**src/rtl/bcr_pkg.sv**
```systemverilog
package bcr_pkg;
    typedef enum logic [1:0] {
        ST_IDLE  = 2'd0,
        ST_PROBE = 2'd1,
        ST_SYS   = 2'd2
    } route_e;
endpackage

```
**src/rtl/bcr_cfg_reg.sv**
```systemverilog
module bcr_cfg_reg #(
    parameter int NQ = 4
) (
    input  logic          clk,
    input  logic          rst_n,
    input  logic          wr_en,
    input  logic          wr_mask,
    input  logic          en_in,
    input  logic [NQ-1:0] mask_in,
    output logic          en_q,
    output logic [NQ-1:0] mask_q
);
    logic          en_d;
    logic [NQ-1:0] mask_d;

    always_comb begin
        en_d   = wr_en   ? en_in   : en_q;
        mask_d = wr_mask ? mask_in : mask_q;
    end

    // enable bit: cleared by reset so the cache starts off
    always_ff @(posedge clk or negedge rst_n) begin
        if (!rst_n) en_q <= 1'b0;
        else        en_q <= en_d;
    end

    // mask: deliberately left out of reset
    always_ff @(posedge clk) begin
        mask_q <= mask_d;
    end
endmodule

```
**src/rtl/bcr_quad_decide.sv**
```systemverilog
module bcr_quad_decide #(
    parameter int QSEL_W = 2,
    localparam int NQ = 1 << QSEL_W
) (
    input  logic [QSEL_W-1:0] quad,
    input  logic              en,
    input  logic [NQ-1:0]     mask,
    output logic              use_cache
);
    logic [NQ-1:0] open_hit;

    generate
        for (genvar i = 0; i < NQ; i++) begin : g_quad
            assign open_hit[i] = (quad == QSEL_W'(i)) && !mask[i];
        end
    endgenerate

    always_comb begin
        use_cache = en && (|open_hit);
    end
endmodule

```
**src/rtl/bcr_seq.sv**
```systemverilog
module bcr_seq
    import bcr_pkg::*;
#(
    parameter int ADDR_W = 34
) (
    input  logic              clk,
    input  logic              rst_n,
    input  logic              req_valid,
    output logic              req_ready,
    input  logic [ADDR_W-1:0] req_addr,
    input  logic              req_write,
    input  logic              use_cache,
    output logic              prb_valid,
    input  logic              prb_ready,
    output logic              sys_valid,
    input  logic              sys_ready,
    output logic [ADDR_W-1:0] out_addr,
    output logic              out_write
);
    typedef struct packed {
        route_e            st;
        logic [ADDR_W-1:0] addr;
        logic              wr;
    } seq_t;

    seq_t s_d, s_q;

    always_comb begin
        s_d = s_q;
        unique case (s_q.st)
            ST_IDLE: begin
                if (req_valid) begin
                    s_d.st   = use_cache ? ST_PROBE : ST_SYS;
                    s_d.addr = req_addr;
                    s_d.wr   = req_write;
                end
            end
            ST_PROBE: if (prb_ready) s_d.st = ST_IDLE;
            ST_SYS:   if (sys_ready) s_d.st = ST_IDLE;
            default:  s_d.st = ST_IDLE;
        endcase
    end

    always_ff @(posedge clk or negedge rst_n) begin
        if (!rst_n) s_q <= '{st: ST_IDLE, addr: '0, wr: 1'b0};
        else        s_q <= s_d;
    end

    always_comb begin
        req_ready = (s_q.st == ST_IDLE);
        prb_valid = (s_q.st == ST_PROBE);
        sys_valid = (s_q.st == ST_SYS);
        out_addr  = s_q.addr;
        out_write = s_q.wr;
    end
endmodule

```
**src/rtl/bc_bypass_router.sv**
```systemverilog
module bc_bypass_router #(
    parameter int ADDR_W = 34,
    parameter int QSEL_W = 2,
    localparam int NQ = 1 << QSEL_W
) (
    input  logic              clk,
    input  logic              rst_n,
    input  logic              cfg_wr_en,
    input  logic              cfg_wr_mask,
    input  logic              cfg_en_in,
    input  logic [NQ-1:0]     cfg_mask_in,
    input  logic              req_valid,
    output logic              req_ready,
    input  logic [ADDR_W-1:0] req_addr,
    input  logic              req_write,
    output logic              prb_valid,
    input  logic              prb_ready,
    output logic [ADDR_W-1:0] prb_addr,
    output logic              prb_write,
    output logic              sys_valid,
    input  logic              sys_ready,
    output logic [ADDR_W-1:0] sys_addr,
    output logic              sys_write
);
    logic              en_q;
    logic [NQ-1:0]     mask_q;
    logic              use_cache;
    logic [ADDR_W-1:0] fwd_addr;
    logic              fwd_write;

    bcr_cfg_reg #(.NQ(NQ)) i_cfg (
        .clk     (clk),
        .rst_n   (rst_n),
        .wr_en   (cfg_wr_en),
        .wr_mask (cfg_wr_mask),
        .en_in   (cfg_en_in),
        .mask_in (cfg_mask_in),
        .en_q    (en_q),
        .mask_q  (mask_q)
    );

    bcr_quad_decide #(.QSEL_W(QSEL_W)) i_decide (
        .quad      (req_addr[ADDR_W-1 -: QSEL_W]),
        .en        (en_q),
        .mask      (mask_q),
        .use_cache (use_cache)
    );

    bcr_seq #(.ADDR_W(ADDR_W)) i_seq (
        .clk       (clk),
        .rst_n     (rst_n),
        .req_valid (req_valid),
        .req_ready (req_ready),
        .req_addr  (req_addr),
        .req_write (req_write),
        .use_cache (use_cache),
        .prb_valid (prb_valid),
        .prb_ready (prb_ready),
        .sys_valid (sys_valid),
        .sys_ready (sys_ready),
        .out_addr  (fwd_addr),
        .out_write (fwd_write)
    );

    always_comb begin
        prb_addr  = fwd_addr;
        prb_write = fwd_write;
        sys_addr  = fwd_addr;
        sys_write = fwd_write;
    end
endmodule

```
**config.mk**
```make
export PLATFORM = sky130hd
export DESIGN_NAME = bc_bypass_router
export DESIGN_NICKNAME = d
export VERILOG_FILES = /design/src/rtl/bcr_pkg.sv /design/src/rtl/bcr_cfg_reg.sv /design/src/rtl/bcr_quad_decide.sv /design/src/rtl/bcr_seq.sv /design/src/rtl/bc_bypass_router.sv
export SDC_FILE = /design/constraint.sdc
export NUM_CORES = 1
export LEC_CHECK = 0
export BUFFER_PORTS_ARGS = -buffer_cell sky130_fd_sc_hd__buf_2
export CORE_MARGIN = 2
export CORE_UTILIZATION = 35
export DETAILED_ROUTE_END_ITERATION = 8
export GPL_TIMING_DRIVEN = 0
export PLACE_DENSITY = 0.61
export SYNTH_ARGS = -nofsm -noshare
export SYNTH_HDL_FRONTEND = slang
export SYNTH_SLANG_ARGS = --single-unit
```
**constraint.sdc**
```tcl
create_clock -name clk -period 1.55 [get_ports clk]
set_clock_uncertainty 0.05 [all_clocks]
set_input_delay 0.0775 -clock clk [delete_from_list [all_inputs] [get_ports clk]]
set_output_delay 0.0775 -clock clk [all_outputs]
set_load 0.05 [all_outputs]
```
* Word level (Yosys, flattened, before mapping)
Cells that the tools add are included.
** Cells by class
- Eq/ne operators :: 8
- Mux-type cells :: 5
- Reductions and logical operators :: 14
** Operators with widths (number)
- $mux 37 :: 1
- $eq 2x2->1 const B :: 3
- $mux 2 :: 3
- $pmux 2 s3 :: 1
- $logic_and 1x1->1 :: 5
- $eq 2x1->1 const B :: 2
- $logic_not 1->1 :: 4
- $logic_not 2->1 :: 2
- $ne 2x1->1 const B :: 2
- $reduce_or 4->1 :: 1
- $reduce_and 3->1 :: 1
- $ne 2x2->1 const B :: 1
- $reduce_and 2->1 :: 1
** Storage, ports and cells
- Flip-flop bits (word level) :: 42
- Bits of input ports :: 47
- Output and inout port bits :: 73
- Word-level logic and storage cells :: 32

* Logic depth before layout (Yosys ltp)
Gate-level depths: netlist (run 1).
- Depth in word-level cells :: 7
- Depth in mapped cells :: 5
- Gate-level depth less buffers :: 3

* Cells and area by module
A second synthesis (run 1) with hierarchy kept.
** Second synthesis, totals
- Cells, all modules :: 162
- Area, all modules :: 2135.8 sq um
** By module, submodules not included
- bcr_seq :: times used 1, cells each 119, area each 1684.1 sq um, sequential area each 925.9 sq um
- bc_bypass_router :: times used 1, cells each 35, area each 262.8 sq um, sequential area each 0.0 sq um
- bcr_cfg_reg :: times used 1, cells each 6, area each 160.2 sq um, sequential area each 145.1 sq um
- bcr_quad_decide :: times used 1, cells each 2, area each 28.8 sq um, sequential area each 0.0 sq um

* Least setup slack after synthesis (run 1)
OpenSTA, ideal clock, no wires.
- Path kind :: reg-to-reg
- From :: register i_seq.s_q[36] (netlist name)
- To :: register i_seq.s_q, in the netlist i_seq.out_addr[10]
- Library setup time :: 0.125 ns
- Data arrival time :: 1.655 ns
- Data required time :: 1.375 ns
- Slack :: -0.280 ns
- Cell stages (with the launch flop) :: 6
- Buffers on the path :: 2
- Clock period less this slack :: 1.830 ns
- Cell sequence :: dfrtp_1 nor2_2 and2_4 buf_12 buf_12 mux2_4
** On the way
- Word-level cells in the longest chain between the ends :: 2
** Ends and longest elaborated chain
- start, declared :: RTL line bcr_seq.sv:26 : seq_t s_d, s_q;
- start signal, assigned :: RTL line bcr_seq.sv:45 : if (!rst_n) s_q <= '{st: ST_IDLE, addr: '0, wr: 1'b0};
- $logic_not 2->1
- named net req_ready :: RTL line bc_bypass_router.sv:13 : output logic req_ready,
- $reduce_and 2->1 (no source line)
The timed path passes the listed nets, and every way through them passes these cells.
A chain may end at the register's enable or synchronous reset.

* Worst setup path after layout (run 1)
- From :: register i_seq.s_q[36] (netlist name)
- To :: register i_seq.s_q, in the netlist i_seq.out_addr[20]
** On the way
- Word-level cells in the longest chain between the ends :: 2
** Ends and longest elaborated chain
- $logic_not 2->1 :: RTL line bcr_seq.sv:30 : unique case (s_q.st)
- $reduce_and 2->1 (no source line)
No other way between the ends.

==> results of run 1 <==
worst max-delay path by stage:
stage	start	endpoint	slack [ps]	depth (start not counted)
2_1_floorplan	i_seq.s_q[36]	i_seq.out_addr[10]	-100	5
3_3_place_gp	i_seq.s_q[36]	i_seq.out_addr[11]	110	5
3_5_place_dp	i_seq.s_q[36]	i_seq.out_addr[10]	100	5
4_1_cts	i_seq.s_q[36]	i_seq.out_addr[0]	80	5
5_1_grt	i_seq.s_q[36]	i_seq.out_addr[17]	30	5
6_report	i_seq.s_q[36]	i_seq.out_addr[20]	90	5
registers in the layout, indices dropped and copies added (netlist names):
register,flops
i_seq.out_addr,34
i_cfg.mask_q,4
i_seq.s_q,2
i_cfg.en_q,1
i_seq.out_write,1
cell families after synthesis:
kind of cell / after synthesis / synth area share [%]
AND/OR/NAND/NOR: 7 / 2.03
multiplexers: 38 / 23.5
AO/OA/AOI/OAI: 3 / 1.04
flip-flops: 42 / 46.9
buffers and inverters: 75 / 26.5
power by group through the flow:
stage          clock network, mW  logic [mW]  registers, mW
3_3_place_gp                   0        5.17           1.79
5_1_grt                    0.757        5.47           1.85
6_report                   0.666        5.25           1.79
3_5_place_dp                   0        5.19           1.81
4_1_cts                    0.701        5.28           1.79
2_1_floorplan                  0        4.41           1.76
repair_timing:
item,4_1_cts,5_1_grt
endpoints found under the hold margin,82,0
endpoints found under the setup margin,0,0
hold buffers,44,0
cells in the mapped netlist:
master / count / area share (%)
sky130_fd_sc_hd__a22o_1: 1 / 0.38
sky130_fd_sc_hd__and2_4: 1 / 0.38
sky130_fd_sc_hd__and2b_2: 2 / 0.77
sky130_fd_sc_hd__buf_12: 4 / 3.5
sky130_fd_sc_hd__buf_4: 69 / 23
sky130_fd_sc_hd__dfrtp_1: 38 / 42
sky130_fd_sc_hd__edfxtp_1: 4 / 5.3
sky130_fd_sc_hd__inv_1: 2 / 0.33
sky130_fd_sc_hd__mux2_2: 9 / 4.4
sky130_fd_sc_hd__mux2_4: 29 / 19
sky130_fd_sc_hd__nand2_1: 2 / 0.33
sky130_fd_sc_hd__nand2b_1: 1 / 0.27
sky130_fd_sc_hd__nor2_2: 1 / 0.27
sky130_fd_sc_hd__o22ai_1: 1 / 0.27
sky130_fd_sc_hd__o2bb2ai_1: 1 / 0.38
layout make-up:
type	instances	area, sq um
Timing Repair Buffer	163	1040
Clock inverter	2	8.76
Sequential cell	42	1070
Buffer	73	598
Inverter	2	7.51
Clock buffer	6	72.6
Multi-Input combinational cell	48	612
Fill cell	537	2810
Tap cell	77	96.3
metal layers:
layer	global-route usage [%]	up-vias
met5	0	-
met4	3.46	0
met3	3.93	7
met2	22.6	70
met1	14.6	756
li1	-	811
stage by stage:
step / instances / util, %
5_1_grt: 413 / 55.5
6_report: 413 / 55.5
3_3_place_gp: 361 / 47.2
3_5_place_dp: 361 / 47.2
4_1_cts: 413 / 55.5
2_1_floorplan: 165 / -
==> results.py, run 1 <==
metrics = {
    "run_status": {
        "status": "finished clean",
    },
    "route": {
        "wl_met2_um": 2280,
        "routed-wl-met3_um": 322,
        "drc": 0,
        "initialDrtViolationCount": 19,
        "vias_per_cell": 3.98,
        "routed.top_layer": "met4",
        "count_of_antenna_violating_nets_left_after_detailed_routing": 0,
        "detailedRoute.firstPassIterationCount": 2,
        "wl_per_cell_um": 10.8,
        "detail_route.wirelength.met1_um": 1800,
        "via_count": 1644,
        "routed_wl_um": 4460,
    },
    "run": {
        "cap_violations": 0,
    },
    "place": {
        "placed_standard_cell_area_sq_um": 2980,
        "detailedPlace.worstSlack_ps": 96.5,
        "routabilityCongestion": 0.672,
        "hpwlAfterDp_um": 2980,
        "place.port_buffers": 119,
    },
    "sta": {
        "fin_ws_ps": 88.4,
        "setup_viol_count_final": 0,
        "timing.setup.tns_ps": 0,
        "hold_viol_final": 0,
        "slew-limit-headroom_pct": 43.7,
        "finalHoldWorstSlack_ps": 23.7,
        "max_clock_freq_mhz": 684,
        "tightest_slew_ps": 845,
        "fin_crit_sh_pct": 94.3,
        "setup_repair_after_global_routing_missed_its_margin": "no",
        "finalWorstPathRequiredPeriod_ps": 1460,
        "slew_violations": 0,
    },
    "synthesis": {
        "ys_warn_count": 0,
        "synth.ff_latch_count": 42,
        "synthesis.area_per_instance_sq_um": 13.8,
        "syn_nets": 212,
        "syn-cell-area_sq_um": 2280,
        "netlist_instances": 165,
        "seq_area_frac_synth_pct": 46.9,
        "netlist-cell-type-count": 15,
    },
    "global_route": {
        "largest_net_degree_at_the_start_of_global_routing": 39,
        "grt_overflow": 0,
        "via_count_of_the_first_global_routing_pass": 1673,
        "grt_antenna_before_repair": 0,
        "grt_util_all_layers_pct": 12.7,
        "grt_pass1_wl_um": 7340,
    },
    "setup_path": {
        "critPathBufInv": 2,
        "critPathRequiredTime_ps": 1670,
        "worst_ep_arrival_time_ps": 1590,
        "critical_path.most_common_cell": "sky130_fd_sc_hd__buf_12",
        "r2r_cells": 5,
        "timing.setup.critical_path_class": "flop to flop",
        "critical_path.reg2reg.endpoint": "i_seq.out_addr[20]",
        "worst-path-max-fanout": 10,
        "worst_path_largest_cell_delay_ps": 420,
        "crit-reg2reg-launch": "i_seq.s_q[36]",
        "crit_path_top_delay_cell": "sky130_fd_sc_hd__dfrtp_1",
        "reg2reg_setup_slack_ps": 90,
        "timing.critical_path.max_delay_family": "flip-flops",
        "worstPathCellList": "nor2_4, and2_4, buf_12, buf_12, mux2_4",
        "startpoint_type": "flop",
        "critPathCaptureType": "flop",
    },
    "finish": {
        "most_common_library_cell_in_the_layout_ignoring_fill_and_taps": "sky130_fd_sc_hd__buf_2",
        "antenna_cells_inserted": 0,
        "layout-drive-gt1-share_pct": 71.4,
        "layout.cells.most_common_list": "sky130_fd_sc_hd__buf_2 (119), sky130_fd_sc_hd__buf_4 (69), sky130_fd_sc_hd__dlygate4sd3_1 (44)",
        "post-route-cell-area_sq_um": 3500,
        "area_delta_synth_final_pct": 53.4,
        "final_nets": 382,
    },
    "floorplan": {
        "design.core.area_sq_um": 6310,
        "floorplan.io_pins": 120,
        "horiz_die_dim_um": 84.8,
        "starting_density_of_the_core_pct": 36.2,
        "die_area_sq_um": 7190,
        "chipHeight_um": 84.8,
        "std_cell_rows": 29,
    },
    "power": {
        "p_sw_mw": 3.93,
        "power.static_leakage_nw": 1.85,
        "p_int_mw": 3.78,
        "power.ir.vdd_worst_mv": 1.44,
        "swShare_pct": 51.0,
        "total_power_mw": 7.71,
        "p_comb_share_pct": 68.2,
        "power.share.sequential_pct": 23.2,
        "clock_share_of_power_pct": 8.6,
        "cellPowerDensity_nw_per_um2": 2200,
    },
    "clock_tree": {
        "clkTransAtPathRegs_ps": 80,
        "clkSinkCount": 42,
        "tritoncts_clock_tree": "yes",
        "clk_path_buf_depth": 2,
        "root_buffer": "sky130_fd_sc_hd__clkbuf_8",
        "ctsHtreeMaxLevel": 2,
        "post-cts-setup-buffer-count": 0,
        "number_of_cells_upsized_or_downsized_after_cts": 0,
        "clk_latency_ps": 290,
        "numCtsBuffers": 5,
    },
    "min_path": {
        "worstHoldPathCells": 2,
        "hold_path.startpoint": "req_addr[32]",
        "hold_path_end": "i_seq.out_addr[32]",
        "min-delay-path-class": "input pin to flop",
    },
}
No activity file was read; power rests on OpenSTA's default activity.
==> run 2: changes to the inputs <==
--- a/config.mk
+++ b/config.mk
@@ -5,12 +5,15 @@
 export SDC_FILE = /design/constraint.sdc
 export NUM_CORES = 1
 export LEC_CHECK = 0
+export ABC_AREA = 1
 export BUFFER_PORTS_ARGS = -buffer_cell sky130_fd_sc_hd__buf_2
+export CELL_PAD_IN_SITES_DETAIL_PLACEMENT = 1
+export CELL_PAD_IN_SITES_GLOBAL_PLACEMENT = 1
 export CORE_MARGIN = 2
-export CORE_UTILIZATION = 35
+export CORE_UTILIZATION = 33
 export DETAILED_ROUTE_END_ITERATION = 8
 export GPL_TIMING_DRIVEN = 0
-export PLACE_DENSITY = 0.61
+export PLACE_DENSITY = 0.8
 export SYNTH_ARGS = -nofsm -noshare
 export SYNTH_HDL_FRONTEND = slang
 export SYNTH_SLANG_ARGS = --single-unit
==> constraint.sdc (replaced) <==
create_clock -name clk -period 1.8 [get_ports clk]
set_clock_uncertainty 0.05 [all_clocks]
set_input_delay 0.09 -clock clk [delete_from_list [all_inputs] [get_ports clk]]
set_output_delay 0.09 -clock clk [all_outputs]
set_load 0.05 [all_outputs]
==> run 2 against run 1 <==
Via count rose by 24%. Sequential share of layout area is 1.3 points higher. Sequential power down 16%. Critical path depth fell by 1. Highest routed layer unchanged.
==> results.py, run 2 <==
metrics = {
    "run_status": {
        "status": "finished clean",
    },
    "power": {
        "cellPowerDensity_nw_per_um2": 1820,
        "power.ir.vdd_worst_mv": 1.08,
        "power.static_leakage_nw": 1.98,
        "total_power_mw": 6.12,
    },
    "sta": {
        "setup_viol_count_final": 0,
        "finalHoldWorstSlack_ps": 62.3,
        "slew_violations": 0,
        "fin_ws_ps": 357,
        "finalWorstPathRequiredPeriod_ps": 1440,
        "slew-limit-headroom_pct": 40.8,
        "hold_viol_final": 0,
        "max_clock_freq_mhz": 693,
        "timing.setup.tns_ps": 0,
        "tightest_slew_ps": 888,
        "fin_crit_sh_pct": 80.1,
        "setup_repair_after_global_routing_missed_its_margin": "no",
    },
    "run": {
        "cap_violations": 0,
    },
    "clock_tree": {
        "clkSinkCount": 42,
        "root_buffer": "sky130_fd_sc_hd__clkbuf_8",
        "tritoncts_clock_tree": "yes",
        "clk_latency_ps": 280,
        "number_of_cells_upsized_or_downsized_after_cts": 0,
        "ctsHtreeMaxLevel": 2,
        "clk_path_buf_depth": 2,
        "clkTransAtPathRegs_ps": 80,
        "numCtsBuffers": 5,
    },
    "route": {
        "wl_met2_um": 3160,
        "routed-wl-met3_um": 299,
        "routed.top_layer": "met4",
        "routed_wl_um": 5910,
        "initialDrtViolationCount": 27,
        "detail_route.wirelength.met1_um": 2420,
        "detailedRoute.firstPassIterationCount": 4,
        "via_count": 2042,
        "count_of_antenna_violating_nets_left_after_detailed_routing": 0,
        "drc": 0,
        "vias_per_cell": 4.13,
        "wl_per_cell_um": 12.0,
    },
    "synthesis": {
        "synth-xor-area-share_pct": 0,
        "yosysTopAreaCellShare_pct": 44.0,
        "yosys-mux-area-fraction_pct": 0.521,
        "ys_top_cells_by_count": "sky130_fd_sc_hd__nand2_1 (112), sky130_fd_sc_hd__buf_4 (72), sky130_fd_sc_hd__dfrtp_1 (38), sky130_fd_sc_hd__inv_1 (6)",
        "syn_nets": 294,
        "ys.flop_type": "sky130_fd_sc_hd__dfrtp_1",
        "ys_warn_count": 0,
        "share_of_async_settable_or_async_resettable_flops_after_synthesis_pct": 90.5,
        "synthesis.area_per_instance_sq_um": 8.74,
        "synth-adder-area-share_pct": 0,
        "synth_area_leaders": "sky130_fd_sc_hd__dfrtp_1 (44%), sky130_fd_sc_hd__buf_4 (25%), sky130_fd_sc_hd__nand2_1 (19%)",
        "syn-cell-area_sq_um": 2160,
        "synth.ff_latch_count": 42,
        "netlist_instances": 247,
        "synth_simple_gate_area_share_pct": 21.1,
        "netlist-cell-type-count": 13,
        "synth_top_family_by_area": "buffers and inverters",
        "seq_area_frac_synth_pct": 49.6,
        "synth_top_area_cell": "sky130_fd_sc_hd__dfrtp_1",
        "synth_compound_area_share_pct": 0.463,
        "post-synth-top-count-cell": "sky130_fd_sc_hd__nand2_1",
        "synth_enable_flop_cells": 4,
    },
    "setup_path": {
        "critPathBufInv": 3,
        "startpoint_type": "input pin",
        "reg2reg_setup_slack_ps": 420,
        "critical_path.most_common_cell": "sky130_fd_sc_hd__dlygate4sd3_1",
        "worst_path_largest_cell_delay_ps": 560,
        "timing.critical_path.max_delay_family": "buffers and inverters",
        "critPathRequiredTime_ps": 1920,
        "crit_path_top_delay_cell": "sky130_fd_sc_hd__dlygate4sd3_1",
        "worstPathCellList": "dlygate4sd3_1, buf_2, mux2_2, dlygate4sd3_1",
        "critPathCaptureType": "flop",
        "worst_ep_arrival_time_ps": 1560,
        "worst-path-max-fanout": 1,
        "timing.setup.critical_path_class": "input pin to flop",
    },
    "floorplan": {
        "chipHeight_um": 84.9,
        "design.core.area_sq_um": 6350,
        "horiz_die_dim_um": 84.9,
        "std_cell_rows": 29,
        "die_area_sq_um": 7210,
        "starting_density_of_the_core_pct": 34.0,
        "floorplan.io_pins": 120,
    },
    "place": {
        "detailedPlace.worstSlack_ps": 555,
        "place.port_buffers": 119,
        "hpwlAfterDp_um": 4030,
        "routabilityCongestion": 0.739,
    },
    "global_route": {
        "grt_antenna_before_repair": 0,
        "grt_pass1_wl_um": 9940,
        "grt_util_all_layers_pct": 17.0,
        "grt_overflow": 0,
        "via_count_of_the_first_global_routing_pass": 2158,
        "largest_net_degree_at_the_start_of_global_routing": 39,
    },
    "finish": {
        "area_delta_synth_final_pct": 55.7,
        "most_common_library_cell_in_the_layout_ignoring_fill_and_taps": "sky130_fd_sc_hd__buf_2",
        "largest_reg_flops": 34,
        "antenna_cells_inserted": 0,
        "layout-drive-gt1-share_pct": 48.9,
        "layout.cells.most_common_list": "sky130_fd_sc_hd__buf_2 (119), sky130_fd_sc_hd__nand2_1 (112), sky130_fd_sc_hd__buf_4 (72)",
        "num-fill-cells": 786,
        "final_nets": 463,
        "finished_core_util_pct": 52.9,
    },
    "min_path": {
        "min-delay-path-class": "input pin to flop",
    },
}
run 2: worst paths after layout:
check | from | end | cells past startpoint
hold / removal | req_addr[33] | i_seq.out_addr[33] | 3
max in group asynchronous | rst_n | i_seq.out_addr[27] | 2
min in group asynchronous | rst_n | i_seq.out_addr[4] | 2
setup / recovery | cfg_en_in | i_cfg.en_q | 4
hold reg to reg | i_seq.out_addr[3] | i_seq.out_addr[3] | 2
setup reg to reg | i_cfg.en_q | i_cfg.en_q | 2
run 2: what timing repair did:
| action | CTS | global route |
|---|---|---|
| setup buffers | 0 | 0 |
| hold endpoints to repair | 78 | 4 |
| hold buffers | 42 | 1 |
run 2: area by class of cell:
class	instances	area (sq um)	area share, %
clock buffer	8	80.1	2.38
buffer	76	586	17.4
sequential	42	1070	31.9
timing repair buffer	162	1030	30.5
tap	77	96.3	2.87
multi-input combinational	122	477	14.2
inverter	7	26.3	0.782
run 2: power by group:
group	switching [mW]	total (mW)	internal [mW]
sequential	0.249	1.50	1.25
combinational	2.75	4.04	1.30
clock	0.296	0.572	0.276
total	3.29	6.12	2.83
run 2: cell families (layout without fill, tap and decap cells):
family	Yosys count	count (layout)
AOI/OAI and AO/OA	2	2
buffers and inverters	83	253
DFF	42	42
muxes	1	1
and+or+nand+nor	119	119
run 2: metal layers:
metal,up-vias,GRT usage [%]
li1,1013,-
met1,953,20.3
met2,72,31.9
met3,4,3.40
met4,0,3.03
met5,-,0
run 2: per-stage QoR:
stage               cells  area (sq um)
floorplan             247          2160
global placement      443          2850
detailed placement    443          2850
CTS                   493          3350
global route          494          3360
finish                494          3360
run 2: tightest hold or removal path, cell delays in order:
cell and delay, ps:
sky130_fd_sc_hd__buf_2 110, sky130_fd_sc_hd__inv_1 60, sky130_fd_sc_hd__o21ai_0 90
==> run 3: changes to the inputs <==
--- a/config.mk
+++ b/config.mk
@@ -10,10 +10,10 @@
 export CELL_PAD_IN_SITES_DETAIL_PLACEMENT = 1
 export CELL_PAD_IN_SITES_GLOBAL_PLACEMENT = 1
 export CORE_MARGIN = 2
-export CORE_UTILIZATION = 33
+export CORE_UTILIZATION = 28
 export DETAILED_ROUTE_END_ITERATION = 8
 export GPL_TIMING_DRIVEN = 0
-export PLACE_DENSITY = 0.8
+export PLACE_DENSITY = 0.72
 export SYNTH_ARGS = -nofsm -noshare
 export SYNTH_HDL_FRONTEND = slang
 export SYNTH_SLANG_ARGS = --single-unit
==> constraint.sdc (replaced) <==
create_clock -name clk -period 1.3 [get_ports clk]
set_clock_uncertainty 0.05 [all_clocks]
set_input_delay 0.065 -clock clk [delete_from_list [all_inputs] [get_ports clk]]
set_output_delay 0.065 -clock clk [all_outputs]
set_load 0.05 [all_outputs]
==> run 3 against run 2 <==
Combinational power increased by 39%. Via count decreased by 1.8%. Register-to-register slack got worse by 350 ps. Worst hold slack got worse by 49 ps. Non-clock buffer count unchanged. Clock power increased by 35%. Clock-buffer cell count decreased by 1. Routed wire length increased by 1.1%. Critical endpoint is now req_ready.
==> results.py, run 3 (synthesis gave the netlist of run 2 again) <==
metrics = {
    "global_route": {
        "grt_overflow": 0,
        "largest_net_degree_at_the_start_of_global_routing": 39,
        "via_count_of_the_first_global_routing_pass": 2142,
        "grt_pass1_wl_um": 9880,
        "grt_util_all_layers_pct": 14.4,
        "grt_antenna_before_repair": 0,
    },
    "sta": {
        "setup_viol_count_final": 0,
        "tightest_slew_ps": 864,
        "fin_crit_sh_pct": 95.7,
        "finalWorstPathRequiredPeriod_ps": 1240,
        "slew_violations": 0,
        "hold_viol_final": 0,
        "max_clock_freq_mhz": 804,
        "setup_repair_after_global_routing_missed_its_margin": "yes",
        "slew-limit-headroom_pct": 42.4,
    },
    "power": {
        "p_sw_mw": 4.54,
        "p_comb_share_pct": 66.3,
        "total_power_mw": 8.45,
        "swShare_pct": 53.8,
        "power.share.sequential_pct": 24.6,
        "power.static_leakage_nw": 1.99,
        "clock_share_of_power_pct": 9.1,
        "cellPowerDensity_nw_per_um2": 2480,
        "p_int_mw": 3.91,
        "power.ir.vdd_worst_mv": 1.22,
    },
    "finish": {
        "layout-drive-gt1-share_pct": 49.3,
        "largest_reg_flops": 34,
        "layout.cells.most_common_list": "sky130_fd_sc_hd__buf_2 (117), sky130_fd_sc_hd__nand2_1 (112), sky130_fd_sc_hd__buf_4 (72)",
        "num-fill-cells": 938,
        "antenna_cells_inserted": 0,
        "area_delta_synth_final_pct": 58.0,
        "seq_area_sq_um": 1070,
        "finished_core_util_pct": 44.9,
        "most_common_library_cell_in_the_layout_ignoring_fill_and_taps": "sky130_fd_sc_hd__buf_2",
        "multi_input_area_sq_um": 484,
        "final_nets": 463,
    },
    "setup_path": {
        "critPathBufInv": 1,
        "worst_path_largest_cell_delay_ps": 430,
        "worst-path-max-fanout": 3,
        "critPathRequiredTime_ps": 1190,
        "reg2reg_setup_slack_ps": 70,
        "timing.setup.critical_path_class": "flop to primary output",
        "worstPathCellList": "nor2_4, buf_2",
        "worst_ep_arrival_time_ps": 1130,
        "startpoint_type": "flop",
        "critical_path.reg2reg.endpoint": "i_seq.out_addr[20]",
        "r2r_cells": 6,
        "timing.critical_path.max_delay_family": "flip-flops",
        "crit_path_top_delay_cell": "sky130_fd_sc_hd__dfrtp_1",
        "critPathCaptureType": "primary output",
        "crit-reg2reg-launch": "i_seq.s_q[36]",
    },
    "route": {
        "count_of_antenna_violating_nets_left_after_detailed_routing": 0,
        "vias_per_cell": 3.87,
        "routed_wl_um": 5970,
        "detailedRoute.firstPassIterationCount": 4,
        "initialDrtViolationCount": 49,
        "via_count": 2005,
        "wl_per_cell_um": 11.5,
        "drc": 0,
    },
    "clock_tree": {
        "clk_latency_ps": 280,
        "ctsHtreeMaxLevel": 2,
        "numCtsBuffers": 5,
        "clkTransAtPathRegs_ps": 70,
        "clkSinkCount": 42,
        "clk_path_buf_depth": 2,
        "post-cts-setup-buffer-count": 0,
        "tritoncts_clock_tree": "yes",
        "root_buffer": "sky130_fd_sc_hd__clkbuf_8",
    },
    "floorplan": {
        "floorplan.io_pins": 120,
        "die_area_sq_um": 8430,
        "starting_density_of_the_core_pct": 28.4,
        "design.core.area_sq_um": 7610,
        "std_cell_rows": 32,
        "horiz_die_dim_um": 91.8,
        "chipHeight_um": 91.8,
    },
    "min_path": {
        "hold_path_end": "i_seq.out_addr[33]",
        "hold_path.startpoint": "req_addr[33]",
        "min-delay-path-class": "input pin to flop",
        "worstHoldPathCells": 3,
    },
    "run": {
        "cap_violations": 0,
    },
    "place": {
        "hpwlAfterDp_um": 3900,
        "place.port_buffers": 119,
        "routabilityCongestion": 0.651,
    },
    "run_status": {
        "status": "finished clean",
    },
}
run 3: power by group through the flow:
stage,registers (mW),logic (mW),clock network [mW]
finish,2.08,5.60,0.772
global route,2.15,5.91,0.882
floorplan,2.05,4.53,0
detailed placement,2.11,5.48,0
CTS,2.09,5.59,0.829
global placement,2.08,5.42,0
run 3: how the worst max path moves through the flow:
stage / cells past startpoint / slack, ps / end / startpoint
after floorplan: 4 / -110 / i_seq.s_q[36] / i_seq.s_q[36]
after CTS: 3 / 2 / sys_valid / i_seq.s_q[36]
after global placement: 6 / 100 / i_seq.out_addr[19] / i_seq.s_q[35]
after global routing: 3 / -6 / sys_valid / i_seq.s_q[36]
after detailed placement: 6 / 50 / i_seq.out_addr[20] / i_seq.s_q[35]
final: 2 / 60 / req_ready / i_seq.s_q[36]
run 3: through the flow:
| step | hold slack, ps | cells | setup TNS [ps] | cell area [sq um] | setup slack, ps |
|---|---|---|---|---|---|
| after global placement | 193 | 468 | 0 | 2890 | 95.8 |
| after CTS | 7.17 | 518 | 0 | 3400 | 2.45 |
| after global routing | 46.5 | 518 | -13.1 | 3410 | -6.37 |
| after floorplan | -281 | 247 | -1660 | 2160 | -110 |
| after detailed placement | 190 | 468 | 0 | 2890 | 52.6 |
| final | 13.5 | 518 | 0 | 3410 | 56.2 |
run 3: what timing repair did:
item | in CTS | in global routing
endpoints found under the setup margin | 1 | 32
hold endpoints to repair | 82 | 0
pin swaps | 0 | 1
cloned | 0 | 0
hold buffers | 43 | 0
gates resized for setup | 1 | 6
run 3: cell type report:
type / count / share of cell area [%]
tap: 102 / 3.74
clock buffer: 7 / 2.24
timing repair buffer: 162 / 30.3
buffer: 76 / 17.3
inverter: 7 / 0.843
multi-input combinational: 122 / 14.2
sequential: 42 / 31.4
run 3: tightest hold or removal path, stage by stage:
cell and delay [ps]:
sky130_fd_sc_hd__buf_2 110, sky130_fd_sc_hd__inv_1 60, sky130_fd_sc_hd__o21ai_0 80
run 3: layer usage:
layer	GRT usage, %	vias up	part of all wire (%)
li1	-	1009	-
met1	16.1	926	39
met2	27.8	65	56
met3	3.12	5	5.0
met4	3.36	0	0.75
met5	0	-	0
